<file path="src/rtl/flash_strobe_pkg.sv">
package flash_strobe_pkg;

  localparam int TIMING_W  = 32;
  localparam int STROBE_FW = 4;
  localparam int TURN_FW   = 3;
  localparam int BUSY_FW   = 5;
  localparam int CESET_FW  = 2;

  localparam int WRLOW_LSB  = 0;
  localparam int WRHIGH_LSB = 4;
  localparam int RDLOW_LSB  = 8;
  localparam int RDHIGH_LSB = 12;
  localparam int TURN_LSB   = 16;
  localparam int BUSY_LSB   = 19;
  localparam int CESET_LSB  = 24;

  typedef enum logic [2:0] {
    OP_CMD   = 3'd0,
    OP_ADDR  = 3'd1,
    OP_WRITE = 3'd2,
    OP_READ  = 3'd3,
    OP_WAIT  = 3'd4
  } opKind_t;

  typedef struct packed {
    logic [CESET_FW-1:0]  ceSetup;
    logic [BUSY_FW-1:0]   busyDly;
    logic [TURN_FW-1:0]   turn;
    logic [STROBE_FW-1:0] rdHigh;
    logic [STROBE_FW-1:0] rdLow;
    logic [STROBE_FW-1:0] wrHigh;
    logic [STROBE_FW-1:0] wrLow;
  } timing_t;

  typedef struct packed {
    logic ceLow;
    logic cleOn;
    logic aleOn;
    logic weLow;
    logic reLow;
    logic dqDrive;
    logic capture;
    logic take;
    logic done;
  } strobe_t;

endpackage

</file>
<file path="src/rtl/flash_strobe_ctrl.sv">
module flash_strobe_ctrl
  import flash_strobe_pkg::*;
#(
  parameter int CNT_W = 5
) (
  input  logic    clk,
  input  logic    rstN,
  input  timing_t tf,
  input  logic    reqValid,
  input  logic [2:0] reqKind,
  input  logic    rbReady,
  output logic    reqReady,
  output strobe_t stb
);

  typedef enum logic [2:0] {
    ST_IDLE, ST_SETUP, ST_TURN, ST_LOW, ST_HIGH, ST_BUSY, ST_POLL
  } state_t;

  localparam logic [CNT_W-1:0] ONE = CNT_W'(1);

  state_t            state, stateNxt;
  logic [CNT_W-1:0]  cnt, cntNxt;
  opKind_t           opQ;
  opKind_t           kSel;
  logic              lastWr;
  logic              doneQ;
  logic              cntZero;
  logic              needTurn;
  logic              kIsRead;
  logic [CNT_W-1:0]  lowLen, highLen, ceLen, turnLen, busyLen;
  logic              isWrOp;
  logic              inByteOp;

  assign kSel    = (state == ST_IDLE) ? opKind_t'(reqKind) : opQ;
  assign kIsRead = (kSel == OP_READ);
  assign cntZero = (cnt == '0);

  always_comb begin
    lowLen  = CNT_W'(kIsRead ? tf.rdLow  : tf.wrLow);
    highLen = CNT_W'(kIsRead ? tf.rdHigh : tf.wrHigh);
    if (lowLen == '0)  lowLen  = ONE;
    if (highLen == '0) highLen = ONE;
    ceLen   = CNT_W'(tf.ceSetup);
    turnLen = CNT_W'(tf.turn);
    busyLen = CNT_W'(tf.busyDly);
  end

  assign needTurn = lastWr && kIsRead && (turnLen != '0);

  always_comb begin
    stateNxt = state;
    cntNxt   = cntZero ? cnt : cnt - ONE;
    unique case (state)
      ST_IDLE: begin
        cntNxt = cnt;
        if (reqValid) begin
          if (kSel == OP_WAIT) begin
            if (busyLen != '0) begin
              stateNxt = ST_BUSY;
              cntNxt   = busyLen - ONE;
            end else begin
              stateNxt = ST_POLL;
            end
          end else if (ceLen != '0) begin
            stateNxt = ST_SETUP;
            cntNxt   = ceLen - ONE;
          end else if (needTurn) begin
            stateNxt = ST_TURN;
            cntNxt   = turnLen - ONE;
          end else begin
            stateNxt = ST_LOW;
            cntNxt   = lowLen - ONE;
          end
        end
      end
      ST_SETUP: if (cntZero) begin
        if (needTurn) begin
          stateNxt = ST_TURN;
          cntNxt   = turnLen - ONE;
        end else begin
          stateNxt = ST_LOW;
          cntNxt   = lowLen - ONE;
        end
      end
      ST_TURN: if (cntZero) begin
        stateNxt = ST_LOW;
        cntNxt   = lowLen - ONE;
      end
      ST_LOW: if (cntZero) begin
        stateNxt = ST_HIGH;
        cntNxt   = highLen - ONE;
      end
      ST_HIGH: if (cntZero) stateNxt = ST_IDLE;
      ST_BUSY: if (cntZero) stateNxt = ST_POLL;
      ST_POLL: if (rbReady) stateNxt = ST_IDLE;
      default: stateNxt = ST_IDLE;
    endcase
  end

  always_ff @(posedge clk or negedge rstN) begin
    if (!rstN) begin
      state  <= ST_IDLE;
      cnt    <= '0;
      opQ    <= OP_CMD;
      lastWr <= 1'b0;
      doneQ  <= 1'b0;
    end else begin
      state <= stateNxt;
      cnt   <= cntNxt;
      doneQ <= ((state == ST_HIGH) && cntZero) || ((state == ST_POLL) && rbReady);
      if (state == ST_IDLE && reqValid) opQ <= opKind_t'(reqKind);
      if (state == ST_HIGH && cntZero)  lastWr <= (opQ != OP_READ);
    end
  end

  assign isWrOp   = (opQ == OP_CMD) || (opQ == OP_ADDR) || (opQ == OP_WRITE);
  assign inByteOp = (state == ST_SETUP) || (state == ST_TURN) ||
                    (state == ST_LOW)   || (state == ST_HIGH);

  assign reqReady    = (state == ST_IDLE);
  assign stb.ceLow   = inByteOp;
  assign stb.cleOn   = inByteOp && (opQ == OP_CMD);
  assign stb.aleOn   = inByteOp && (opQ == OP_ADDR);
  assign stb.weLow   = (state == ST_LOW) && isWrOp;
  assign stb.reLow   = (state == ST_LOW) && (opQ == OP_READ);
  assign stb.dqDrive = inByteOp && isWrOp;
  assign stb.capture = (state == ST_LOW) && cntZero && (opQ == OP_READ);
  assign stb.take    = (state == ST_IDLE) && reqValid;
  assign stb.done    = doneQ;

  // an accepted request makes the port busy on the next cycle
  p_ready_drop_r9: assert property (@(posedge clk) disable iff (!rstN)
    (reqValid && reqReady) |=> !reqReady);

  // completion is a single-cycle pulse
  p_done_pulse_r9: assert property (@(posedge clk) disable iff (!rstN)
    stb.done |=> !stb.done);

  // while polling, a busy device keeps the operation open
  p_poll_hold_r8: assert property (@(posedge clk) disable iff (!rstN)
    ((state == ST_POLL) && !rbReady) |=> (state == ST_POLL));

  // the busy window never completes the operation
  p_busy_no_done_r8: assert property (@(posedge clk) disable iff (!rstN)
    (state == ST_BUSY) |=> !stb.done);

endmodule

</file>
<file path="src/rtl/flash_strobe_dp.sv">
module flash_strobe_dp
  import flash_strobe_pkg::*;
#(
  parameter int DATA_W = 8
) (
  input  logic              clk,
  input  logic              rstN,
  input  logic [TIMING_W-1:0] timingWord,
  input  logic [DATA_W-1:0] reqData,
  input  strobe_t           stb,
  input  logic [DATA_W-1:0] flashDqIn,
  output timing_t           tf,
  output logic              rspValid,
  output logic [DATA_W-1:0] rspData,
  output logic              flashCeN,
  output logic              flashCle,
  output logic              flashAle,
  output logic              flashWeN,
  output logic              flashReN,
  output logic [DATA_W-1:0] flashDqOut,
  output logic              flashDqOe
);

  logic [DATA_W-1:0] dataQ;
  logic [DATA_W-1:0] rdQ;

  assign tf.wrLow   = timingWord[WRLOW_LSB  +: STROBE_FW];
  assign tf.wrHigh  = timingWord[WRHIGH_LSB +: STROBE_FW];
  assign tf.rdLow   = timingWord[RDLOW_LSB  +: STROBE_FW];
  assign tf.rdHigh  = timingWord[RDHIGH_LSB +: STROBE_FW];
  assign tf.turn    = timingWord[TURN_LSB   +: TURN_FW];
  assign tf.busyDly = timingWord[BUSY_LSB   +: BUSY_FW];
  assign tf.ceSetup = timingWord[CESET_LSB  +: CESET_FW];

  always_ff @(posedge clk or negedge rstN) begin
    if (!rstN) begin
      dataQ <= '0;
      rdQ   <= '0;
    end else begin
      if (stb.take)    dataQ <= reqData;
      if (stb.capture) rdQ   <= flashDqIn;
    end
  end

  assign flashCeN   = ~stb.ceLow;
  assign flashCle   = stb.cleOn;
  assign flashAle   = stb.aleOn;
  assign flashWeN   = ~stb.weLow;
  assign flashReN   = ~stb.reLow;
  assign flashDqOe  = stb.dqDrive;
  assign flashDqOut = dataQ;
  assign rspValid   = stb.done;
  assign rspData    = rdQ;

  // the two strobes are never low together
  p_strobe_excl_r4: assert property (@(posedge clk) disable iff (!rstN)
    !(!flashWeN && !flashReN));

  // a strobe only moves while the device is selected
  p_ce_under_strobe_r2: assert property (@(posedge clk) disable iff (!rstN)
    (!flashWeN || !flashReN) |-> !flashCeN);

  // the bus is released whenever read enable is low
  p_no_drive_on_read_r7: assert property (@(posedge clk) disable iff (!rstN)
    !flashReN |-> !flashDqOe);

  // command and address latches are exclusive
  p_latch_excl_r6: assert property (@(posedge clk) disable iff (!rstN)
    !(flashCle && flashAle));

endmodule

</file>
<file path="src/rtl/flash_strobe_gen.sv">
module flash_strobe_gen
  import flash_strobe_pkg::*;
#(
  parameter int DATA_W = 8,
  parameter int CNT_W  = 5
) (
  input  logic              clk,
  input  logic              rstN,
  input  logic [31:0]       timingWord,
  input  logic              reqValid,
  input  logic [2:0]        reqKind,
  input  logic [DATA_W-1:0] reqData,
  output logic              reqReady,
  output logic              rspValid,
  output logic [DATA_W-1:0] rspData,
  output logic              flashCeN,
  output logic              flashCle,
  output logic              flashAle,
  output logic              flashWeN,
  output logic              flashReN,
  output logic [DATA_W-1:0] flashDqOut,
  output logic              flashDqOe,
  input  logic [DATA_W-1:0] flashDqIn,
  input  logic              flashRb
);

  timing_t tf;
  strobe_t stb;

  flash_strobe_ctrl #(.CNT_W(CNT_W)) u_ctrl (
    .clk      (clk),
    .rstN     (rstN),
    .tf       (tf),
    .reqValid (reqValid),
    .reqKind  (reqKind),
    .rbReady  (flashRb),
    .reqReady (reqReady),
    .stb      (stb)
  );

  flash_strobe_dp #(.DATA_W(DATA_W)) u_dp (
    .clk        (clk),
    .rstN       (rstN),
    .timingWord (timingWord),
    .reqData    (reqData),
    .stb        (stb),
    .flashDqIn  (flashDqIn),
    .tf         (tf),
    .rspValid   (rspValid),
    .rspData    (rspData),
    .flashCeN   (flashCeN),
    .flashCle   (flashCle),
    .flashAle   (flashAle),
    .flashWeN   (flashWeN),
    .flashReN   (flashReN),
    .flashDqOut (flashDqOut),
    .flashDqOe  (flashDqOe)
  );

endmodule

</file>
<file path="config.mk">
export PLATFORM = sky130hd
export DESIGN_NAME = flash_strobe_gen
export DESIGN_NICKNAME = d
export VERILOG_FILES = /design/src/rtl/flash_strobe_pkg.sv /design/src/rtl/flash_strobe_ctrl.sv /design/src/rtl/flash_strobe_dp.sv /design/src/rtl/flash_strobe_gen.sv
export SDC_FILE = /design/constraint.sdc
export NUM_CORES = 1
export LEC_CHECK = 0
export BUFFER_PORTS_ARGS = -buffer_cell sky130_fd_sc_hd__buf_2
export CORE_MARGIN = 2
export CORE_UTILIZATION = 45
export DETAILED_ROUTE_END_ITERATION = 6
export PLACE_DENSITY = 0.81
export SKIP_LAST_GASP = 1
export SLEW_MARGIN = 20
export SYNTH_ARGS = -nofsm -noshare
export SYNTH_HDL_FRONTEND = slang
export SYNTH_SLANG_ARGS = --single-unit
</file>
<file path="constraint.sdc">
create_clock -name clk -period 2.6 [get_ports clk]
set_input_delay 0.52 -clock clk [delete_from_list [all_inputs] [get_ports clk]]
set_output_delay 0.52 -clock clk [all_outputs]
set_load 0.05 [all_outputs]
</file>
Yosys cells after proc, flatten, opt, wreduce, memory -nomap -nowiden
Cells that the tools add are included.
{"block": "classes", "add_sub_neg": 6, "n_eq_ne": 20, "muxes": 27, "bitwise": 3, "n_reduce_logical": 28}
{"cell": "5-bit two-way mux", "count": 11}
{"cell": "3-bit two-way mux", "count": 10}
{"cell": "3-bit one-hot mux with 7 select lines", "count": 1}
{"cell": "5-bit one-hot mux with 4 select lines", "count": 1}
{"cell": "5-bit by 1-bit subtractor with 5-bit output, second input constant", "count": 4}
{"cell": "3-bit by 2-bit equality test with 1-bit output, second input constant", "count": 5}
{"cell": "5-bit zero test", "count": 3}
{"cell": "5-bit nonzero test", "count": 3}
{"cell": "3-bit equality test, second input constant", "count": 4}
{"cell": "1-bit logical AND", "count": 12}
{"cell": "2-bit by 1-bit inequality test with 1-bit output, second input constant", "count": 5}
{"cell": "4-bit two-way mux", "count": 2}
{"cell": "7-bit AND reduction", "count": 1}
{"cell": "3-bit by 1-bit equality test with 1-bit output, second input constant", "count": 2}
{"cell": "3-bit zero test", "count": 2}
{"cell": "1-bit logical OR", "count": 6}
{"cell": "2-bit inequality test, second input constant", "count": 2}
{"cell": "3-bit by 1-bit subtractor with 4-bit output, second input constant", "count": 1}
{"cell": "3-bit by 2-bit inequality test with 1-bit output, second input constant", "count": 1}
{"cell": "3-bit inequality test, second input constant", "count": 1}
{"cell": "1-bit inverter", "count": 3}
{"cell": "2-bit by 1-bit subtractor with 3-bit output, second input constant", "count": 1}
{"cell": "2-bit two-way mux", "count": 1}
{"cell": "2-bit AND reduction", "count": 1}
{"cell": "1-bit two-way mux", "count": 1}
{"block": "word_totals", "ff_bits": 29, "in_bits": 55}

Depth between registers and ports, before layout
Gate-level depths: netlist (run 1).
{"block": "logic_depth", "ltp_word": 12, "depth_mapped": 13, "ltp_nobuf": 10}

Cells and area by module
From an unflattened synthesis (run 1), not the netlist that was laid out.
{"block": "hier_totals", "cells_unflattened": 314, "hier_area_um2": 2737.6}
{"mod": "flash_strobe_ctrl", "instances": 1, "cells_each": 247, "area_per_inst_um2": 1838.0, "seq_area_each_um2": 325.3}
{"mod": "flash_strobe_dp", "instances": 1, "cells_each": 67, "area_per_inst_um2": 899.6, "seq_area_each_um2": 400.4}

Least setup slack after synthesis (run 1)
Ideal clock, no wire load.
{"block": "synth_timing", "path_kind": "reg-to-output", "startpoint": "reg u_ctrl.state[2]", "endpoint": "out flashAle", "arrival_ns": 3.198, "t_required_ns": 2.080, "path_slack_ns": -1.118, "stages_incl_launch_ff": 6, "cell_sequence": "dfrtp_1 -> buf_2 -> buf_1 -> clkinv_1 -> xnor2_1 -> nor4b_1"}
{"block": "synth_via", "elab_chain_len": 5, "word_cells_on_any_way": 8, "classes_between": "4 x eq/ne; 4 x reduce/logical"}
{"element": "start: declaration", "line_no": "flash_strobe_ctrl.sv:22", "text": "state_t state, stateNxt;"}
{"element": "start signal: assignment", "line_no": "flash_strobe_ctrl.sv:109", "text": "state <= stateNxt;"}
{"element": "3-bit by 1-bit equality test with 1-bit output / 3-bit by 2-bit equality test with 1-bit output (equally long branches)", "line_no": "flash_strobe_ctrl.sv:118", "text": "assign inByteOp = (state == ST_SETUP) || (state == ST_TURN) ||"}
{"element": "1-bit logical OR (2 in a row)", "line_no": "flash_strobe_ctrl.sv:118"}
{"element": "1-bit logical OR *", "line_no": "flash_strobe_ctrl.sv:119", "text": "(state == ST_LOW) || (state == ST_HIGH);"}
{"element": "1-bit logical AND *", "line_no": "flash_strobe_ctrl.sv:124", "text": "assign stb.aleOn = inByteOp && (opQ == OP_ADDR);"}
{"element": "end: declaration", "line_no": "flash_strobe_gen.sv:18", "text": "output logic flashAle,"}
Every way passes the cells marked *; elsewhere a longest branch is shown, timed or not.

Worst setup path in the final report (run 1)
Ends and elaborated chain as after synthesis.

==> results of run 1 <==
path summary, 6_finish.rpt:
check	start	to	slack (ns)	cells after the start
max reg2reg	u_ctrl.state[0]	u_ctrl.cnt[2]	0.13	11
max in group asynchronous	rstN	u_ctrl.opQ[1]	1.90	1
min in group clk	reqData[7]	u_dp.flashDqOut[7]	0.46	2
min reg2reg	u_dp.flashDqOut[2]	u_dp.flashDqOut[2]	0.50	1
min	rstN	u_dp.rspData[2]	0.26	1
max	u_ctrl.state[2]	flashAle	0.11	5
final cells by class:
| type | count | area [um2] |
|---|---|---|
| clock inverters | 1 | 5.00 |
| flip-flops and latches | 29 | 726 |
| clock buffers | 7 | 96.3 |
| repair buffers | 90 | 499 |
| well taps | 70 | 87.6 |
| fillers | 449 | 2060 |
| inverters | 14 | 52.6 |
| multi-input cells | 214 | 1550 |
cells in the mapped netlist (3+ instances only):
library cell	number	area [um2]
nor2_1	32	120
dfrtp_1	29	726
mux2_2	20	225
nand2_1	18	67.6
a21oi_1	16	80.1
nor3_1	16	80.1
inv_1	13	48.8
o21ai_0	12	60.1
mux2i_1	10	100
ha_1	7	87.6
clkbuf_1	6	22.5
o31ai_1	6	45.0
xnor2_1	6	52.6
nand2b_1	4	25.0
nand3_1	4	20.0
o311ai_1	4	35.0
or3_1	4	25.0
nor4b_1	3	26.3
o211ai_1	3	22.5
placed cells by master (no fill, tap or decap), types with 3 or more instances in the layout:
cell / synthesis / routed
o21ai_0: 12 / 11
xnor2_1: 6 / 4
a21oi_1: 16 / 16
buf_4: 0 / 17
ha_1: 7 / 6
buf_2: 2 / 72
o31ai_1: 6 / 6
nor2_1: 32 / 32
nand3_1: 4 / 4
nand2_1: 18 / 18
dfrtp_1: 29 / 29
o311ai_1: 4 / 4
nor3_1: 16 / 16
inv_1: 13 / 13
or3_1: 4 / 4
o211ai_1: 3 / 3
mux2i_2: 1 / 3
mux2_2: 20 / 20
nand2b_1: 4 / 4
clkbuf_8: 0 / 7
mux2i_1: 10 / 8
cell families (layout without fill, tap and decap cells):
| family | Yosys count | count (layout) | share of synthesized area, % |
|---|---|---|---|
| xor gates and xnor gates | 8 | 8 | 3.00 |
| AOI/OAI and AO/OA | 69 | 69 | 20.4 |
| DFF | 29 | 29 | 31.0 |
| muxes | 33 | 33 | 15.8 |
| buffers and inverters | 26 | 112 | 4.93 |
| adders and majority gates | 7 | 7 | 3.75 |
| and+or+nand+nor | 97 | 97 | 21.1 |
metal layers:
layer | up-vias | routed length [um] | GRT usage (%)
met3 | 12 | 360 | 5.09
met2 | 94 | 3200 | 38.9
met5 | - | 0 | 0
met4 | 0 | 131 | 8.36
met1 | 1123 | 2740 | 29.8
li1 | 1159 | - | -
report_power, final:
group / internal (uW) / leakage [uW] / switching, uW / total, uW
clock network: 239 / 0.0000542 / 187 / 426
registers: 673 / 0.000366 / 179 / 851
logic: 891 / 0.000970 / 1610 / 2500
state kept, by name, summed over array words and instances, names as in the netlist:
| name | flops |
|---|---|
| u_dp.rspData | 8 |
| u_ctrl.opQ | 3 |
| u_ctrl.doneQ | 1 |
| u_ctrl.lastWr | 1 |
| u_ctrl.cnt | 5 |
| u_ctrl.state | 3 |
| u_dp.flashDqOut | 8 |
metrics by stage:
step	setup slack, ns	hold slack [ns]	instance area, um2
after floorplan	-0.313	0.224	2380
after global placement	0.0986	0.483	2880
after detailed placement	0.0263	0.490	2880
after CTS	0.107	0.281	2980
after global routing	-0.0189	0.306	3010
final	0.114	0.258	3010
timing repair:
action                                  in CTS  in global routing
endpoints found under the setup margin       0                  1
resized for setup                            0                  4
setup buffers                                0                  1
==> flow_summary_export.csv, run 1 <==
group,metric,value,unit
global_route,grt_max_degree,30,
logic_synthesis,yosys.cell_types.count,58,
place,placed_cells,416,
logic_synthesis,synth_seq_area_share,31.0,%
logic_synthesis,syn_area_per_cell,8.69,um2
sta,timing.final.hold_violations,0,
setup_path,cp.arrival,1.97,ns
place,routabilityCongestion,0.919,
run_status,status,"finished clean",
cts,cts_sinks,29,
pwr,ir_worst_vdd,0.684,mV
cts,cts_buffers,5,
setup_path,start_kind,"flip-flop",
drt,ant_nets,0,
sta,fin_tns_setup,0,ns
cts,cts_root_buf,"clkbuf_8",
pwr,total_power,3770,uW
floorplanning,core,5070,um2
setup_path,critPathCaptureType,"output pin",
logic_synthesis,syn_area,2340,um2
pwr,p_leak,0.00139,uW
sta,setup_violations,0,
logic_synthesis,synthCells,269,
global_route,grt_overflow,0,
global_route,grtUsageTotal,23.3,%
job,max_cap_violations,0,
logic_synthesis,synth_flop_cell,"dfrtp_1",
cts,clk_pin_slew,0.07,ns
global_route,grt_pass1_vias,2269,
drt,vias_per_cell,5.62,
logic_synthesis,yosysWarnings,0,
sta,drv_slew,0,
cells_and_area,final_nets,416,
sta,fin_crit_sh,95.6,%
floorplanning,die-width,76.1,um
drt,num_vias,2388,
floorplanning,start_util,46.1,%
logic_synthesis,ys_seq_elements,29,
drt,first_iter_violations,236,
cells_and_area,layout-drive-gt1-share,39.2,%
cts,h-tree-depth,2,
cts,clk_path_buf_depth,2,
setup_path,cpPeakStageDelay,0.39,ns
sta,max_freq,402,MHz
place,numPortBuffers,72,
place,dp_hpwl,4.89,mm
setup_path,setup.worst_path.class,"flip-flop to output pin",
logic_synthesis,synth_nets,331,
floorplanning,io_pins,79,
drt,first_pass_iters,4,
sta,fin_skew,0.00997,ns
drt,drc,0,
cells_and_area,diodes,0,
cts,clk_latency,0.29,ns
cts,cts_tree,"done",
setup_path,crit_chain,"buf_4 > clkinv_1 > xnor2_2 > nor4b_2 > buf_2",
setup_path,cp_max_fo,23,
drt,routed_wl,6.43,mm
setup_path,path_delay_family,"buffers and inverters",
cells_and_area,final_cells,425,
setup_path,required,2.08,ns
pwr,p_per_area,1250,nW/um2
floorplanning,dieArea,5790,um2
drt,routedWlPerCell,15.1,um
global_route,antenna_found_initial,0,
hold_path,min_path_type,"primary input to async pin",
floorplanning,die_y,76.1,um
floorplanning,row_count,26,
logic_synthesis,synth_async_sr_flop_share,100,%
global_route,grt_pass1_wl,10.8,mm
cells_and_area,fin_util,59.4,%
setup_path,worst-path-buf-inv,3,
setup_path,cpMaxStageDelayCell,"dfrtp_1",
sta,tightest_slew,0.667,ns
cts,ctsHoldBuffers,0,
sta,slew_headroom,55.6,%
logic_synthesis,synth_edf_count,0,
sta,period_minus_slack,2.49,ns
cells_and_area,area_growth,28.9,%
No activity file was read; power rests on OpenSTA's default activity.
==> run 2, diff against run 1 <==
- CELL_PAD_IN_SITES_DETAIL_PLACEMENT: default -> 1
- CELL_PAD_IN_SITES_GLOBAL_PLACEMENT: default -> 1
- CORE_UTILIZATION: 45 -> 33
==> flow_summary_export.csv, run 2 (synthesized netlist as in run 1, its figures left out) <==
group,metric,value,unit
cts,h-tree-depth,2,
drt,first_pass_iters,4,
cts,cts_sinks,29,
pwr,p_clk_share,11.0,%
floorplanning,dieArea,7770,um2
sta,fin_crit_sh,94.4,%
sta,grt_setup_unrepaired,"true",
setup_path,required,2.80,ns
global_route,grt_overflow,0,
floorplanning,io_pins,79,
setup_path,start_kind,"flip-flop",
cells_and_area,area_growth,29.6,%
cells_and_area,final_cell_mix,"buf_2 (72), nor2_1 (32), dfrtp_1 (29)",
sta,fin_skew,0.00494,ns
cells_and_area,final_cells,452,
run_status,status,"finished clean",
sta,max_freq,408,MHz
pwr,p_int,1790,uW
cells_and_area,final_common_cell,"buf_2",
cells_and_area,layout-drive-gt1-share,38.8,%
place,routabilityCongestion,0.856,
cts,cts_buffers,5,
drt,vias_per_cell,5.33,
floorplanning,start_util,34.2,%
floorplanning,die_y,88.2,um
place,dp_hpwl,5.94,mm
sta,tightest_slew,0.677,ns
sta,timing.final.hold_violations,0,
job,max_cap_violations,0,
sta,period_minus_slack,2.45,ns
drt,first_iter_violations,131,
setup_path,r2r_end,"u_ctrl.cnt[2]",
place,numPortBuffers,72,
pwr,power.switching,2010,uW
sta,setup_violations,0,
global_route,grt_pass1_vias,2490,
setup_path,critPathCaptureType,"flip-flop",
floorplanning,core,6830,um2
cts,clk_path_buf_depth,2,
pwr,p_leak,0.00139,uW
hold_path,min_path_type,"primary input to async pin",
drt,ant_nets,0,
sta,slew_headroom,54.9,%
pwr,p_seq_share,22.6,%
cts,clk_latency,0.28,ns
floorplanning,row_count,30,
pwr,p_per_area,1250,nW/um2
drt,num_vias,2409,
drt,routed_wl,7.55,mm
cts,clk_pin_slew,0.07,ns
setup_path,reg2reg_setup_slack,0.15,ns
cells_and_area,seqCellArea,726,um2
setup_path,r2r-start,"u_ctrl.state[2]",
cells_and_area,nFillCells,878,
pwr,p_comb_share,66.4,%
place,placed_cells,444,
cells_and_area,multi_input_area,1530,um2
global_route,antenna_found_initial,0,
setup_path,reg2reg_depth,11,
cts,cts_tree,"done",
cts,cts_root_buf,"clkbuf_8",
global_route,grt_pass1_wl,12.2,mm
global_route,grt_max_degree,30,
pwr,switching_share,53.0,%
pwr,ir_worst_vdd,0.600,mV
setup_path,cp.arrival,2.65,ns
cells_and_area,diodes,0,
setup_path,cp_max_fo,5,
floorplanning,die-width,88.2,um
global_route,grtUsageTotal,20.3,%
sta,drv_slew,0,
setup_path,setup.worst_path.class,"flip-flop to flip-flop",
cells_and_area,final_nets,417,
drt,drc,0,
drt,routedWlPerCell,16.7,um
cells_and_area,fin_util,44.3,%
cts,cts_setup_buffers,0,
run 2: cell types whose count changed in the layout (fill, tap and decap cells not counted), sizes merged:
cell / change
buf: +1
run 2: power by group through the flow:
stage               Sequential [uW]  Combinational, uW  Clock, uW
global route                    889               2720        447
global placement                837               2440          0
detailed placement              861               2510          0
CTS                             859               2520        435
finish                          860               2520        419
floorplan                      1270               1410          0
run 2: cell type report:
| type | instances | area share [%] |
|---|---|---|
| sequential | 29 | 24.0 |
| multi-input combinational | 214 | 50.4 |
| timing repair buffer | 91 | 16.6 |
| clock buffer | 7 | 3.18 |
| inverter | 14 | 1.74 |
| tap | 96 | 3.97 |
| clock inverter | 1 | 0.165 |
run 2: critical path, cell delays in order, from the launching register on:
cell and delay (ns):
dfrtp_1 0.41, nor3_4 0.27, mux2i_2 0.23, buf_4 0.18, mux2i_1 0.24, inv_1 0.07
ha_2 0.21, xnor2_1 0.14, o2bb2ai_1 0.12, a211oi_1 0.22, o221ai_1 0.17, o211ai_1 0.12
run 2: stage by stage:
step | hold WS [ns] | area (um2) | setup TNS (ns) | power [uW] | worst slack (ns)
finish | 0.275 | 3030 | 0 | 3800 | 0.147
floorplan | 0.224 | 2380 | -1.20 | 2680 | -0.313
detailed placement | 0.490 | 2930 | 0 | 3370 | 0.0750
CTS | 0.292 | 3030 | 0 | 3820 | 0.145
global route | 0.325 | 3030 | -0.00471 | 4060 | -0.00471
global placement | 0.483 | 2930 | 0 | 3280 | 0.114
run 2: what timing repair did:
item,CTS,global route
hold buffers,0,0
gates resized for setup,0,0
setup endpoints to repair,0,1
run 2: worst max-delay path by stage:
stage | startpoint | to | depth (start not counted)
after floorplan | u_ctrl.state[2] | u_ctrl.cnt[2] | 13
after global placement | reqKind[2] | u_ctrl.cnt[2] | 12
after detailed placement | reqKind[2] | u_ctrl.cnt[2] | 12
after CTS | u_ctrl.state[2] | flashAle | 5
after global routing | u_ctrl.state[2] | u_ctrl.cnt[4] | 9
final | u_ctrl.state[2] | u_ctrl.cnt[2] | 11
run 2: layer usage:
metal | vias to the layer above | share of wire, % | global-route usage [%]
met3 | 10 | 4.8 | 3.49
met1 | 1171 | 41 | 25.3
met5 | - | 0 | 0
met2 | 69 | 53 | 36.1
met4 | 0 | 1.4 | 5.65
li1 | 1159 | - | -
==> run 3, diff against run 2 <==
- CELL_PAD_IN_SITES_DETAIL_PLACEMENT: 1 -> default
- CELL_PAD_IN_SITES_GLOBAL_PLACEMENT: 1 -> default
- CORE_MARGIN: 2 -> default
- CORE_UTILIZATION: 33 -> 45
- PLACE_DENSITY: 0.81 -> 0.79
- SYNTH_HIERARCHICAL: default -> 1
==> flow_summary_export.csv, run 3 <==
group,metric,value,unit
setup_path,path_common_cell,"o21ai_1",
floorplanning,dieArea,6400,um2
logic_synthesis,synth_async_sr_flop_share,100,%
logic_synthesis,synth_edf_count,0,
logic_synthesis,yosysMostFrequentCell,"buf_4",
logic_synthesis,ys_seq_elements,29,
sta,fin_skew,0.0101,ns
logic_synthesis,syn_area,2740,um2
pwr,p_per_area,1200,nW/um2
setup_path,start_kind,"flip-flop",
cells_and_area,multi_input_area,1620,um2
place,dp_hpwl,4.99,mm
pwr,total_power,3770,uW
floorplanning,die_y,80.0,um
logic_synthesis,synth_flop_cell,"dfrtp_1",
hold_path,min_path_type,"primary input to async pin",
floorplanning,row_count,28,
cells_and_area,diodes,0,
cells_and_area,final_cell_mix,"buf_2 (72), dfrtp_1 (29), buf_4 (23)",
cells_and_area,final_common_cell,"buf_2",
setup_path,cpPeakStageDelay,0.41,ns
logic_synthesis,synthCells,314,
setup_path,crit_chain,"or3_4 > clkinv_4 > mux2i_4 > mux2i_1 > inv_1 > ha_4 > mux2i_2 > o21a_1 > a211oi_2 > o21ai_1 > o21ai_1 > a21oi_1",
setup_path,reg2reg_depth,12,
drt,ant_nets,0,
logic_synthesis,yosysWarnings,6,
cts,clk_path_buf_depth,2,
cells_and_area,layout-drive-gt1-share,37.9,%
sta,grt_setup_unrepaired,"true",
run_status,violations,"negative setup slack",
sta,period_minus_slack,2.69,ns
drt,first_iter_violations,141,
cts,cts_sinks,29,
sta,slew_headroom,57.2,%
pwr,switching_share,50.8,%
drt,vias_per_cell,5.58,
place,placed_cells,433,
global_route,grt_pass1_wl,10.2,mm
pwr,p_comb_share,70.2,%
cells_and_area,final_cells,442,
global_route,grt_pass1_vias,2219,
logic_synthesis,synth.top_cell.area_share,26.5,%
drt,routed_wl,6.40,mm
drt,num_vias,2468,
setup_path,cpMaxStageDelayCell,"or3_4",
cts,cts_tree,"done",
cells_and_area,area_growth,14.3,%
floorplanning,die-width,80.0,um
place,routabilityCongestion,0.928,
pwr,p_seq_share,20.7,%
logic_synthesis,yosys.cell_types.count,60,
setup_path,cp_max_fo,4,
sta,timing.final.hold_violations,0,
logic_synthesis,synth_commonest_cells,"buf_4 (34), dfrtp_1 (29), nor2_1 (22)",
cells_and_area,final_nets,427,
sta,fin_crit_sh,104,%
global_route,grt_max_degree,30,
global_route,top_usage_layer,"met2",
setup_path,cp.arrival,2.85,ns
floorplanning,core,5890,um2
sta,max_freq,371,MHz
pwr,power.switching,1910,uW
setup_path,setup.worst_path.class,"flip-flop to flip-flop",
place,numPortBuffers,72,
pwr,ir_worst_vdd,0.698,mV
pwr,p_int,1850,uW
cts,cts_buffers,5,
sta,tightest_slew,0.642,ns
pwr,p_clk_share,9.1,%
global_route,grtUsageMet2,34.8,%
sta,setup_violations,1,
cells_and_area,nFillCells,553,
run_status,status,"complete, but fails checks",
cts,clk_latency,0.28,ns
floorplanning,io_pins,79,
place,dp_slack,-0.126,ns
job,max_cap_violations,0,
global_route,grt_overflow,0,
sta,drv_slew,0,
cells_and_area,seqCellArea,726,um2
setup_path,critPathCaptureType,"flip-flop",
global_route,grtUsageTotal,20.6,%
logic_synthesis,synth_seq_area_share,26.5,%
floorplanning,start_util,46.5,%
setup_path,required,2.76,ns
logic_synthesis,synth_top_cell_by_area,"dfrtp_1",
drt,routedWlPerCell,14.5,um
pwr,p_leak,0.00143,uW
global_route,use_met3,4.69,%
logic_synthesis,synthTopCellsByArea,"dfrtp_1 (27%), buf_4 (9.3%), mux2_4 (9.3%), o21ai_0 (3.8%), a21oi_1 (3.7%)",
cts,clk_pin_slew,0.07,ns
logic_synthesis,synth_nets,375,
cts,cts_root_buf,"clkbuf_8",
global_route,antenna_found_initial,0,
cts,h-tree-depth,2,
drt,drc,0,
sta,layout_setup_ws,-0.0921,ns
logic_synthesis,syn_area_per_cell,8.72,um2
drt,first_pass_iters,4,
global_route,met1_usage,25.8,%
## run 3: changes by cell type after synthesis, moves of 4 or more
| cell | before | now |
|---|---|---|
| a21oi_1 | 16 | 20 |
| a31oi_1 | 2 | 6 |
| buf_4 | 0 | 34 |
| mux2_2 | 20 | 4 |
| mux2_4 | 2 | 17 |
| nor2_1 | 32 | 22 |
| nor3_1 | 16 | 11 |
| o21ai_0 | 12 | 21 |
## run 3: routing by layer
layer | wire, um | part of all wire, %
met1 | 2830 | 44
met2 | 2950 | 46
met3 | 470 | 7.3
met4 | 154 | 2.4
met5 | 0 | 0
## run 3: kinds of logic after synthesis
group | after synthesis | share of synthesized area (%)
simple gates | 91 | 18.2
compound gates | 86 | 20.1
fa+ha+maj | 6 | 2.74
buf+inv | 66 | 15.9
flops | 29 | 26.5
xor+xnor | 7 | 2.24
mux | 29 | 14.4
## run 3: timing repair
item | in CTS | in global routing
hold buffers | 0 | 0
gates cloned | 0 | 0
pin swaps | 2 | 5
setup buffers | 0 | 1
resized for setup | 2 | 4
endpoints found under the setup margin | 2 | 3
## run 3: final timing paths
kind	start	end	slack (ns)
max in group asynchronous	rstN	u_dp/rspData[0]	1.91
setup / recovery	u_ctrl/state[2]	u_ctrl/cnt[1]	-0.09
setup reg to reg	u_ctrl/state[2]	u_ctrl/cnt[1]	-0.09
hold / removal	rstN	u_ctrl/doneQ	0.26
min in group clk	flashDqIn[4]	u_dp/rspData[4]	0.48
hold reg to reg	u_dp/flashDqOut[2]	u_dp/flashDqOut[2]	0.50
## run 3: stage by stage
| step | setup TNS, ns | hold WS, ns | util [%] | area [um2] |
|---|---|---|---|---|
| 2_1_floorplan | -0.589 | 0.224 | - | 2760 |
| 3_3_place_gp | -0.00517 | 0.485 | 51.2 | 3010 |
| 3_5_place_dp | -0.144 | 0.493 | 51.2 | 3010 |
| 4_1_cts | -0.136 | 0.270 | 52.8 | 3110 |
| 5_1_grt | -0.394 | 0.304 | 53.1 | 3130 |
| 6_report | -0.0921 | 0.263 | 53.1 | 3130 |
## run 3: worst max-delay path, delay by kind of cell, from the launching register on
| family | cells | cell delay, ns |
|---|---|---|
| multiplexers | 3 | 0.62 |
| AND/OR/NAND/NOR | 1 | 0.41 |
| flip-flops | 1 | 0.38 |
| AO/OA/AOI/OAI | 5 | 0.72 |
| buffers and inverters | 2 | 0.16 |
| adder cells (fa/ha/maj) | 1 | 0.29 |
## run 3: area by class of cell
type	count	share of cell area, %
Clock buffer	6	2.32
Inverter	15	1.96
Sequential cell	29	23.2
Timing Repair Buffer	96	17.4
Clock inverter	2	0.320
Multi-Input combinational cell	219	51.8
Tap cell	75	3.00
## run 3: power groups by stage
stage	Combinational (uW)	Sequential [uW]	Clock, uW
2_1_floorplan	1690	1160	0
3_3_place_gp	2540	772	0
3_5_place_dp	2570	791	0
4_1_cts	2600	782	359
5_1_grt	2850	799	390
6_report	2640	781	343
